--- src/rtl/tdm_dpll_pkg.sv ---
package tdm_dpll_pkg;

    localparam int unsigned FRAME_HZ = 8000;

    typedef enum logic [1:0] {
        RATE_8K    = 2'd0,
        RATE_2M048 = 2'd1,
        RATE_8M192 = 2'd2,
        RATE_19M44 = 2'd3
    } ref_rate_e;

    function automatic int unsigned rate_hz(ref_rate_e r);
        case (r)
            RATE_8K:    return 8000;
            RATE_2M048: return 2048000;
            RATE_8M192: return 8192000;
            default:    return 19440000;
        endcase
    endfunction

    // reference edges that make up one 8 kHz comparison interval
    function automatic int unsigned edges_per_frame(ref_rate_e r);
        return rate_hz(r) / FRAME_HZ;
    endfunction

endpackage

--- src/rtl/tdm_ref_prescaler.sv ---
module tdm_ref_prescaler
    import tdm_dpll_pkg::*;
#(
    parameter int DIV_W = 12
) (
    input  logic      clk,
    input  logic      rst_n,
    input  logic      ref_edge_i,
    input  logic      clear_i,
    input  ref_rate_e rate_i,
    output logic      evt_o
);

    typedef struct packed {
        logic [DIV_W-1:0] cnt;
        logic             evt;
    } presc_t;

    presc_t           s_d, s_q;
    logic [DIV_W-1:0] wrap_at;

    always_comb begin
        wrap_at = DIV_W'(edges_per_frame(rate_i) - 1);
        s_d     = s_q;
        s_d.evt = 1'b0;
        if (clear_i) begin
            s_d.cnt = '0;
        end else if (ref_edge_i) begin
            if (s_q.cnt >= wrap_at) begin
                s_d.cnt = '0;
                s_d.evt = 1'b1;
            end else begin
                s_d.cnt = s_q.cnt + DIV_W'(1);
            end
        end
    end

    always_ff @(posedge clk or negedge rst_n) begin
        if (!rst_n) s_q <= '0;
        else        s_q <= s_d;
    end

    assign evt_o = s_q.evt;


    evt_src_chk: assert property (@(posedge clk) disable iff (!rst_n)
        evt_o |-> $past(ref_edge_i && !clear_i));

endmodule

--- src/rtl/tdm_nco_chain.sv ---
module tdm_nco_chain #(
    parameter int ACC_W  = 32,
    parameter int CNT_W  = 11,
    parameter int FRAC_W = 8
) (
    input  logic                    clk,
    input  logic                    rst_n,
    input  logic [ACC_W-1:0]        ftw_i,
    output logic                    clk8m_o,
    output logic                    clk2m_o,
    output logic                    frame_o,
    output logic [CNT_W+FRAC_W-1:0] phase_o
);

    typedef struct packed {
        logic [ACC_W-1:0] acc;
        logic [CNT_W-1:0] cnt;
    } nco_t;

    nco_t s_d, s_q;
    logic carry;

    always_comb begin
        s_d              = s_q;
        {carry, s_d.acc} = {1'b0, s_q.acc} + {1'b0, ftw_i};
        s_d.cnt          = s_q.cnt + CNT_W'(carry);
    end

    always_ff @(posedge clk or negedge rst_n) begin
        if (!rst_n) s_q <= '0;
        else        s_q <= s_d;
    end

    assign clk8m_o = s_q.cnt[0];
    assign clk2m_o = s_q.cnt[2];
    assign frame_o = (s_q.cnt[CNT_W-1:1] == '0);
    assign phase_o = {s_q.cnt, s_q.acc[ACC_W-1 -: FRAC_W]};


    tick_chk: assert property (@(posedge clk) disable iff (!rst_n)
        !$stable(clk8m_o) |-> $past(carry));


    clk_align_chk: assert property (@(posedge clk) disable iff (!rst_n)
        !$stable(clk2m_o) |-> $fell(clk8m_o));


    frame_edge_chk: assert property (@(posedge clk) disable iff (!rst_n)
        $rose(frame_o) |-> ($fell(clk8m_o) && !clk2m_o));

endmodule

--- src/rtl/tdm_loop_filter.sv ---
module tdm_loop_filter #(
    parameter int             ACC_W    = 32,
    parameter int             PH_W     = 19,
    parameter int             INT_W    = 40,
    parameter logic [ACC_W-1:0] NOM_FTW = 32'd3518437209,
    parameter int             KP_SH    = 7,
    parameter int             KI_SH    = 2,
    parameter int             LOCK_THR = 512,
    parameter int             LOCK_IN  = 16,
    parameter int             LOCK_OUT = 4
) (
    input  logic             clk,
    input  logic             rst_n,
    input  logic             evt_i,
    input  logic             freerun_i,
    input  logic [PH_W-1:0]  phase_i,
    output logic [ACC_W-1:0] ftw_o,
    output logic             lock_o
);

    localparam int CW = $clog2(LOCK_IN + LOCK_OUT + 1);

    typedef struct packed {
        logic [INT_W-1:0] integ;
        logic [ACC_W-1:0] ftw;
        logic [CW-1:0]    good;
        logic [CW-1:0]    bad;
        logic             lock;
    } lf_t;

    lf_t                     s_d, s_q;
    logic signed [INT_W-1:0] err_x, integ_n, ftw_full;
    logic [PH_W-1:0]         err_mag;
    logic                    near;

    always_comb begin
        err_x    = {{(INT_W-PH_W){phase_i[PH_W-1]}}, phase_i};
        err_mag  = phase_i[PH_W-1] ? (~phase_i + PH_W'(1)) : phase_i;
        near     = (err_mag < PH_W'(LOCK_THR));
        integ_n  = $signed(s_q.integ) + (err_x <<< KI_SH);
        ftw_full = $signed({{(INT_W-ACC_W){1'b0}}, NOM_FTW}) - (err_x <<< KP_SH) - integ_n;

        s_d = s_q;
        if (freerun_i) begin
            s_d     = '0;
            s_d.ftw = NOM_FTW;
        end else if (evt_i) begin
            s_d.integ = integ_n;
            s_d.ftw   = ftw_full[ACC_W-1:0];
            if (near) begin
                s_d.bad = '0;
                if (s_q.good != CW'(LOCK_IN)) s_d.good = s_q.good + CW'(1);
                if (s_d.good == CW'(LOCK_IN)) s_d.lock = 1'b1;
            end else begin
                s_d.good = '0;
                if (s_q.bad != CW'(LOCK_OUT)) s_d.bad = s_q.bad + CW'(1);
                if (s_d.bad == CW'(LOCK_OUT)) s_d.lock = 1'b0;
            end
        end
    end

    always_ff @(posedge clk or negedge rst_n) begin
        if (!rst_n) s_q <= '{integ: '0, ftw: NOM_FTW, good: '0, bad: '0, lock: 1'b0};
        else        s_q <= s_d;
    end

    assign ftw_o  = s_q.ftw;
    assign lock_o = s_q.lock;


    freerun_chk: assert property (@(posedge clk) disable iff (!rst_n)
        freerun_i |=> (ftw_o == NOM_FTW && !lock_o));


    lock_cause_chk: assert property (@(posedge clk) disable iff (!rst_n)
        !$stable(lock_o) |-> $past(evt_i || freerun_i));


    unlock_chk: assert property (@(posedge clk) disable iff (!rst_n)
        $fell(lock_o) |-> $past(freerun_i || (evt_i && !near)));

endmodule

--- src/rtl/tdm_sync_dpll.sv ---
module tdm_sync_dpll
    import tdm_dpll_pkg::*;
#(
    parameter int               ACC_W    = 32,
    parameter logic [ACC_W-1:0] NOM_FTW  = 32'd3518437209,
    parameter int               CNT_W    = 11,
    parameter int               FRAC_W   = 8,
    parameter int               INT_W    = 40,
    parameter int               KP_SH    = 7,
    parameter int               KI_SH    = 2,
    parameter int               LOCK_THR = 512,
    parameter int               LOCK_IN  = 16,
    parameter int               LOCK_OUT = 4,
    parameter int               DIV_W    = 12
) (
    input  logic       clk,
    input  logic       rst_n,
    input  logic       ref_edge_i,
    input  logic [1:0] ref_rate_i,
    input  logic       ref_fail_i,
    output logic       clk2m_o,
    output logic       clk8m_o,
    output logic       frame_o,
    output logic       lock_o
);

    localparam int PH_W = CNT_W + FRAC_W;

    typedef struct packed {
        logic freerun;
    } mode_t;

    mode_t            s_d, s_q;
    logic             cmp_evt;
    logic [ACC_W-1:0] ftw;
    logic [PH_W-1:0]  phase;

    always_comb begin
        s_d         = s_q;
        s_d.freerun = ref_fail_i;
    end

    always_ff @(posedge clk or negedge rst_n) begin
        if (!rst_n) s_q <= '0;
        else        s_q <= s_d;
    end

    tdm_ref_prescaler #(.DIV_W(DIV_W)) u_presc (
        .clk        (clk),
        .rst_n      (rst_n),
        .ref_edge_i (ref_edge_i),
        .clear_i    (ref_fail_i),
        .rate_i     (ref_rate_e'(ref_rate_i)),
        .evt_o      (cmp_evt)
    );

    tdm_loop_filter #(
        .ACC_W    (ACC_W),
        .PH_W     (PH_W),
        .INT_W    (INT_W),
        .NOM_FTW  (NOM_FTW),
        .KP_SH    (KP_SH),
        .KI_SH    (KI_SH),
        .LOCK_THR (LOCK_THR),
        .LOCK_IN  (LOCK_IN),
        .LOCK_OUT (LOCK_OUT)
    ) u_filt (
        .clk       (clk),
        .rst_n     (rst_n),
        .evt_i     (cmp_evt),
        .freerun_i (s_q.freerun),
        .phase_i   (phase),
        .ftw_o     (ftw),
        .lock_o    (lock_o)
    );

    tdm_nco_chain #(
        .ACC_W  (ACC_W),
        .CNT_W  (CNT_W),
        .FRAC_W (FRAC_W)
    ) u_nco (
        .clk     (clk),
        .rst_n   (rst_n),
        .ftw_i   (ftw),
        .clk8m_o (clk8m_o),
        .clk2m_o (clk2m_o),
        .frame_o (frame_o),
        .phase_o (phase)
    );

endmodule

--- config.mk ---
export PLATFORM = sky130hd
export DESIGN_NAME = tdm_sync_dpll
export DESIGN_NICKNAME = d
export VERILOG_FILES = /design/src/rtl/tdm_dpll_pkg.sv /design/src/rtl/tdm_ref_prescaler.sv /design/src/rtl/tdm_nco_chain.sv /design/src/rtl/tdm_loop_filter.sv /design/src/rtl/tdm_sync_dpll.sv
export SDC_FILE = /design/constraint.sdc
export NUM_CORES = 1
export LEC_CHECK = 0
export BUFFER_PORTS_ARGS = -buffer_cell sky130_fd_sc_hd__buf_2
export CELL_PAD_IN_SITES_DETAIL_PLACEMENT = 2
export CELL_PAD_IN_SITES_GLOBAL_PLACEMENT = 2
export CORE_MARGIN = 5
export CORE_UTILIZATION = 41
export DETAILED_ROUTE_END_ITERATION = 16
export GPL_TIMING_DRIVEN = 0
export HOLD_SLACK_MARGIN = 0.1
export PLACE_DENSITY = 0.86
export RECOVER_POWER = 25
export SLEW_MARGIN = 40
export SYNTH_ARGS = -nofsm -noshare
export SYNTH_HDL_FRONTEND = slang
export SYNTH_SLANG_ARGS = --single-unit
export TNS_END_PERCENT = 50
--- constraint.sdc ---
create_clock -name clk -period 6.4 [get_ports clk]
set_input_delay 0.96 -clock clk [delete_from_list [all_inputs] [get_ports clk]]
set_output_delay 0.96 -clock clk [all_outputs]
set_load 0.02 [all_outputs]
==> impl_metrics.py, run 1 <==
metrics = {
    "floorplan": {
        "dieWidth_um": 168,
        "fp-row-count": 57,
        "io_pins": 10,
        "die_area_um2": 28300,
        "die_h_um": 168,
        "start_util_pct": 41.9,
        "coreArea_um2": 24500,
    },
    "grt": {
        "grt_start_max_net_pins": 68,
        "antenna_found_initial": 0,
        "grt_use_total_pct": 26.6,
        "overflow": 0,
        "grt_pass1_wl_um": 59700,
        "grt_pass1_vias": 10589,
    },
    "sta": {
        "max_freq_mhz": 169,
        "slew_violations": 132,
        "hold_viol": 0,
        "setup_viol": 0,
        "fin_crit_ns": 5.90,
        "fin_skew_ns": 0.0157,
        "min_period_over_period_pct": 92.2,
        "finalSetupTns_ns": 0,
        "worst_slack_ns": 0.499,
        "slew_headroom_pct": -154,
        "hold_ws_ns": 0.472,
        "rsz0062_at_grt": "no",
        "worstMarginPinSlew_ns": 3.81,
    },
    "drt": {
        "routedWlPerCell_um": 24.4,
        "drtAntennaViolNets": 0,
        "drt_first_iter_violations": 389,
        "wirelength_um": 37300,
        "vias": 9189,
        "wl_met2_um": 19000,
        "drt-pass1-iter-count": 5,
        "vias_per_cell": 6.00,
        "met3_length_um": 1210,
        "wl_met1_um": 15600,
        "highest_layer": "met4",
        "remaining_drc_errors": 0,
    },
    "synthesis": {
        "avgSynthCellArea_um2": 8.81,
        "yosys.area.top_type": "dfrtp_1",
        "synth_edf_count": 0,
        "yosys.area_share.simple_pct": 14.9,
        "synthesis.area_um2": 10300,
        "netlist.area_leader.share_pct": 27.1,
        "synthDistinctLibCells": 67,
        "yosys.area_share.xor_xnor_pct": 8.80,
        "synth.area.mux_share_pct": 1.27,
        "ys_top_cells_by_area": "dfrtp_1, ha_1, xnor2_1",
        "synth_seq_cells": 129,
        "async_flop_share_pct": 100,
        "yosysWarnings": 0,
        "ys_seq_area_share_pct": 31.7,
        "syn_inst": 1164,
        "syn_nets": 1310,
        "synth_flop_cell": "dfrtp_1",
        "synthAdderAreaFrac_pct": 17.2,
        "synth-compound-area-share_pct": 22.1,
        "synth_top_family_by_area": "compound AO/OA/AOI/OAI gates",
    },
    "finish": {
        "layout.nets": 1340,
        "n_fill_cell": 2667,
        "layout-drive-gt1-share_pct": 6.13,
        "syn_to_final_growth_pct": 10.5,
        "multiInputGateArea_um2": 6590,
        "ff_latch_area_um2": 3250,
        "final_util_pct": 46.3,
    },
    "clock_tree": {
        "post_cts_resized": 0,
        "cts_buffer_depth": 2,
        "clk_pin_slew_ns": 0.07,
        "ctsHoldBuffers": 0,
        "h-tree-depth": 4,
        "cts_buffers": 17,
        "clkLatencyLatePin_ns": 0.45,
        "cts-root-buf": "clkbuf_16",
        "postCtsSetupRepairBufs": 0,
        "clock_sinks": 129,
        "cts_tree": "yes",
    },
    "place": {
        "io_buffers": 9,
        "dpl.hpwl_um": 25600,
        "finalWeightedCongestion": 0.844,
        "place_ws_ns": 0.750,
    },
    "min_path": {
        "hold_path.class": "register to register",
    },
    "critical_path": {
        "critPathLaunchType": "register",
        "crit_family": "compound AO/OA/AOI/OAI gates",
        "slowest_stage": "dfrtp_1",
        "critical_path.most_common_cell": "ha_1",
        "slowest_delay_ns": 0.51,
        "crit_arrival_ns": 6.20,
        "path_cells": "ha_1 > fa_1 > nand3_1 > a21oi_1 > nor3_1 > o32a_1 > nand2b_1 > a21o_1 > a21o_1 > a21oi_1 > xnor2_1 > ha_1 > inv_1 > ha_1 > nand3_1 > nor2_1 > a221oi_1 > o21ai_1 > a221o_1 > a21oi_2 > o21ai_0 > xor2_1 > mux2i_1 > nor2_1",
        "crit_buf_inv": 1,
        "path_max_fanout": 6,
        "end_kind": "register",
        "worst-setup-path-type": "register to register",
        "cp.required_ns": 6.70,
    },
    "power": {
        "power_uw": 5170,
        "powerDensity_nw_per_um2": 456,
        "leakage_uw": 0.00530,
        "max-vdd-ir-drop_v": 0.000213,
    },
    "run_status": {
        "failed_checks": "capacitance limit, slew limit",
        "status": "finished, violations left",
    },
    "run": {
        "maxCapViolations": 2,
    },
}
cells in the final DEF, fill, tap and decap left out, drive strengths merged, types with 35 or more instances in the layout:
cell      n
ha      138
dfrtp   111
nor2     99
a21oi    96
inv      87
nand2    80
o21ai    75
xnor2    69
a21o     55
clkbuf   46
nand3    35
metal layers:
layer | track usage, % | up-vias
li1 | - | 4232
met5 | 0 | -
met3 | 3.89 | 94
met2 | 47.9 | 194
met4 | 11.9 | 0
met1 | 31.3 | 4669
power by group:
group | internal [µW] | switching (µW) | total, µW | leakage (µW)
combinational | 1130 | 1850 | 2980 | 0.00336
clock | 604 | 456 | 1060 | 0.000290
sequential | 967 | 166 | 1130 | 0.00165
total | 2700 | 2470 | 5170 | 0.00530
worst paths after layout:
kind                       slack [ns]  cells past startpoint               end              from
max                              0.50                     24  u_filt.ftw_o[27]  u_nco.phase_o[0]
min                              0.47                      1     u_nco.s_q[11]     u_nco.s_q[11]
max reg2reg                      0.50                     24  u_filt.ftw_o[27]  u_nco.phase_o[0]
min reg2reg                      0.47                      1     u_nco.s_q[11]     u_nco.s_q[11]
max in group asynchronous        1.24                      2     u_nco.s_q[28]             rst_n
min in group asynchronous        1.83                      1    u_filt.s_q[66]             rst_n
flip-flops by register name, summed over array words and instances, names as in the netlist:
register	count
u_presc.evt_o	1
u_nco.s_q	24
u_presc.s_q	12
s_q	1
u_filt.lock_o	1
u_filt.ftw_o	32
u_nco.clk8m_o	1
u_filt.s_q	39
u_nco.phase_o	17
u_nco.clk2m_o	1
synth_stat cells (all sizes together) (5+ instances only):
master,n
a211o,16
nand2b,15
or3,5
nand2,80
xor2,34
xnor2,69
mux2i,13
and3,16
a21o,55
nand4,9
a211oi,14
nor2,99
buf,5
clkbuf,23
and2,5
dfstp,18
o21ai,75
or2,8
ha,138
a31oi,14
inv,82
o21bai,13
dfrtp,111
a22o,9
o21a,9
a21oi,96
o31ai,6
nand3,35
nor2b,15
o211ai,8
a2111oi,5
nor3,20
layout make-up:
type                    instances  area share [%]
multi-input cells             925            58.2
flip-flops and latches        129            28.7
clock buffers                  20            4.03
well taps                     324            3.58
inverters                      82            2.72
clock inverters                12            1.30
plain buffers                  28           0.950
repair buffers                 11           0.519
diodes                          1          0.0221
kinds of logic after synthesis:
group,count (synthesis)
adders and majority gates,140
buffers and inverters,110
muxes,13
xor gates and xnor gates,103
and+or+nand+nor,321
DFF,129
AOI/OAI and AO/OA,348
metrics by stage:
step | instances | area (µm²)
final | 1532 | 11300
after detailed placement | 1498 | 10700
after global placement | 1497 | 10700
after floorplan | 1164 | 10300
after global routing | 1531 | 11300
after CTS | 1530 | 11300
Power figures use the tool's default switching activity.
==> run 2, diff against run 1 <==
PLACE_DENSITY = 0.87   (was 0.86)
SYNTH_HIERARCHICAL = 1   (was unset)
==> run 2 against run 1 <==
Against the previous run: the run still ends with capacitance limit, slew limit left; largest cell class unchanged; area after synthesis grew 14%; maximum frequency grew 1.9%; clock-buffer cell count shrank 3; clock skew grew 0.00090 ns; first-iteration DRC count grew 58%; cell area grew 13%; highest routed layer is now met5; power grew 1.1%; critical endpoint is now u_filt/ftw_o[31]; routed wire length grew 14%; non-clock buffer count grew 71; combinational power grew 7.0%; sequential power shrank 7%; final cell count grew 18%.
==> impl_metrics.py, run 2 <==
metrics = {
    "run_status": {
        "status": "finished, violations left",
        "failed_checks": "capacitance limit, slew limit",
    },
    "sta": {
        "min_period_over_period_pct": 90.5,
        "max_freq_mhz": 173,
        "worstMarginPinSlew_ns": 3.38,
        "fin_skew_ns": 0.0166,
        "finalSetupTns_ns": 0,
        "setup_viol": 0,
        "fin_crit_ns": 5.79,
        "rsz0062_at_grt": "no",
        "slew_headroom_pct": -125,
        "hold_ws_ns": 0.496,
        "hold_viol": 0,
        "slew_violations": 56,
    },
    "clock_tree": {
        "h-tree-depth": 4,
        "clock_sinks": 129,
        "ctsHoldBuffers": 0,
        "clk_pin_slew_ns": 0.07,
        "clkLatencyLatePin_ns": 0.46,
        "cts-root-buf": "clkbuf_16",
        "cts_tree": "yes",
        "cts_buffer_depth": 2,
        "cts_buffers": 17,
        "postCtsSetupRepairBufs": 0,
    },
    "floorplan": {
        "die_h_um": 179,
        "coreArea_um2": 28500,
        "fp-row-count": 62,
        "dieWidth_um": 179,
        "die_area_um2": 32100,
        "io_pins": 10,
        "start_util_pct": 41.2,
    },
    "drt": {
        "routedWlPerCell_um": 23.6,
        "vias": 10981,
        "remaining_drc_errors": 0,
        "drt-pass1-iter-count": 5,
        "vias_per_cell": 6.10,
        "drt_first_iter_violations": 615,
        "wirelength_um": 42500,
        "drtAntennaViolNets": 0,
    },
    "run": {
        "maxCapViolations": 1,
    },
    "synthesis": {
        "async_flop_share_pct": 100,
        "syn_inst": 1374,
        "synthDistinctLibCells": 92,
        "synth_edf_count": 0,
        "synth_flop_cell": "dfrtp_1",
        "avgSynthCellArea_um2": 8.54,
        "synth.most_common_cell": "ha_1",
        "yosysWarnings": 6,
        "syn_nets": 1520,
        "synthesis.area_um2": 11700,
        "ys_seq_area_share_pct": 27.7,
        "synthTopCellsByCount": "ha_1, dfrtp_1, a21oi_1",
        "synth_seq_cells": 129,
        "netlist.area_leader.share_pct": 23.7,
        "ys_top_cells_by_area": "dfrtp_1, ha_1, a21oi_1",
        "yosys.area.top_type": "dfrtp_1",
    },
    "grt": {
        "grt_use_total_pct": 27.2,
        "grt_pass1_vias": 12148,
        "grt_pass1_wl_um": 67800,
        "grt_start_max_net_pins": 57,
        "overflow": 0,
        "antenna_found_initial": 1,
    },
    "critical_path": {
        "path_max_fanout": 7,
        "cp.required_ns": 6.75,
        "slowest_delay_ns": 0.42,
        "worst-setup-path-type": "register to register",
        "slowest_stage": "fa_1",
        "end_kind": "register",
        "path_cells": "buf_4 > ha_1 > fa_1 > nand3_1 > a21oi_1 > o31ai_2 > a21oi_1 > o21ai_0 > a21boi_0 > or3_1 > and2_1 > ha_1 > inv_1 > ha_1 > clkbuf_1 > nand3_1 > a21oi_1 > or4_1 > o21ai_0 > a211oi_1 > o21ai_1 > nand4_1 > nor3b_1",
        "critPathLaunchType": "register",
        "crit_arrival_ns": 6.15,
    },
    "power": {
        "power_uw": 5230,
        "powerDensity_nw_per_um2": 407,
        "leakage_uw": 0.00579,
        "max-vdd-ir-drop_v": 0.000232,
    },
    "place": {
        "finalWeightedCongestion": 0.889,
        "io_buffers": 9,
        "dpl.hpwl_um": 31200,
    },
    "finish": {
        "layout-drive-gt1-share_pct": 11.2,
        "antenna_cells": 0,
        "mostFrequentLayoutCells": "ha_1, dfrtp_1, a21oi_1",
        "regMostFlops": "u_filt/s_q",
        "largest_reg_flops": 40,
        "layout.nets": 1550,
        "layout.cells.most_common": "ha_1",
        "syn_to_final_growth_pct": 9.60,
    },
    "min_path": {
        "hold_path.class": "register to register",
    },
}
## run 2: changes by cell type in the layout (fill, tap and decap cells not counted), sizes merged, moves of 11 or more
cell / change
buf: +59
nand4: +14
xnor2: -18
a21oi: +16
o21a: +12
nand2: +18
a21o: -11
## run 2: timing repair
action                     4_1_cts  5_1_grt
resized for setup                0        1
hold endpoints to repair         0        0
setup endpoints to repair        0        1
## run 2: area by class of cell
cell class	instances	area (µm²)
Buffer	99	592
Clock buffer	17	425
Clock inverter	15	138
Fill cell	3180	15600
Inverter	84	315
Multi-Input combinational cell	1062	7580
Sequential cell	129	3250
Tap cell	384	480
Timing Repair Buffer	11	73.8
## run 2: power breakdown
group	switching [µW]	internal, µW
registers	95.7	955
logic	1990	1200
clock network	448	537
total	2530	2700
## run 2: stage by stage
step           util, %  std cells  area, µm²  setup WS, ns
2_1_floorplan        -       1374      11700          1.67
3_3_place_gp      43.0       1767      12300         0.806
3_5_place_dp      43.3       1769      12300         0.664
4_1_cts           45.3       1801      12900         0.458
5_1_grt           45.2       1801      12900         0.114
6_report          45.2       1801      12900         0.608
## run 2: critical path, delay by kind of cell (launching register included)
kind	cells	cell delay (ns)
buf+inv	3	0.51
fa+ha+maj	4	1.22
compound gates	9	2.07
simple gates	7	1.49
flops	1	0.41
## run 2: routing by layer
layer | wire (µm) | up-vias | part of all wire [%] | global-route usage [%]
met5 | 17 | - | 0.040 | 0
met4 | 1290 | 2 | 3.0 | 9.74
met3 | 1320 | 76 | 3.1 | 4.62
met2 | 21400 | 219 | 50 | 48.3
met1 | 18500 | 5640 | 44 | 33.0
li1 | - | 5044 | - | -
## run 2: logic make-up after synthesis
| group | share of synthesized area [%] |
|---|---|
| AO/OA/AOI/OAI | 24.7 |
| XOR/XNOR | 5.67 |
| adder cells (fa/ha/maj) | 15.1 |
| buffers and inverters | 7.70 |
| flip-flops | 27.7 |
| multiplexers | 1.28 |
| AND/OR/NAND/NOR | 17.9 |
## run 2: final timing paths
kind / startpoint / cells past startpoint / endpoint / slack, ns
min in group asynchronous: rst_n / 1 / u_nco/s_q[19] / 0.81
setup reg to reg: u_nco/phase_o[0] / 23 / u_filt/ftw_o[31] / 0.61
setup / recovery: u_nco/phase_o[0] / 23 / u_filt/ftw_o[31] / 0.61
max in group asynchronous: rst_n / 2 / u_filt/s_q[7] / 1.74
hold reg to reg: u_nco/phase_o[18] / 1 / u_nco/phase_o[18] / 0.50
hold / removal: u_nco/phase_o[18] / 1 / u_nco/phase_o[18] / 0.50
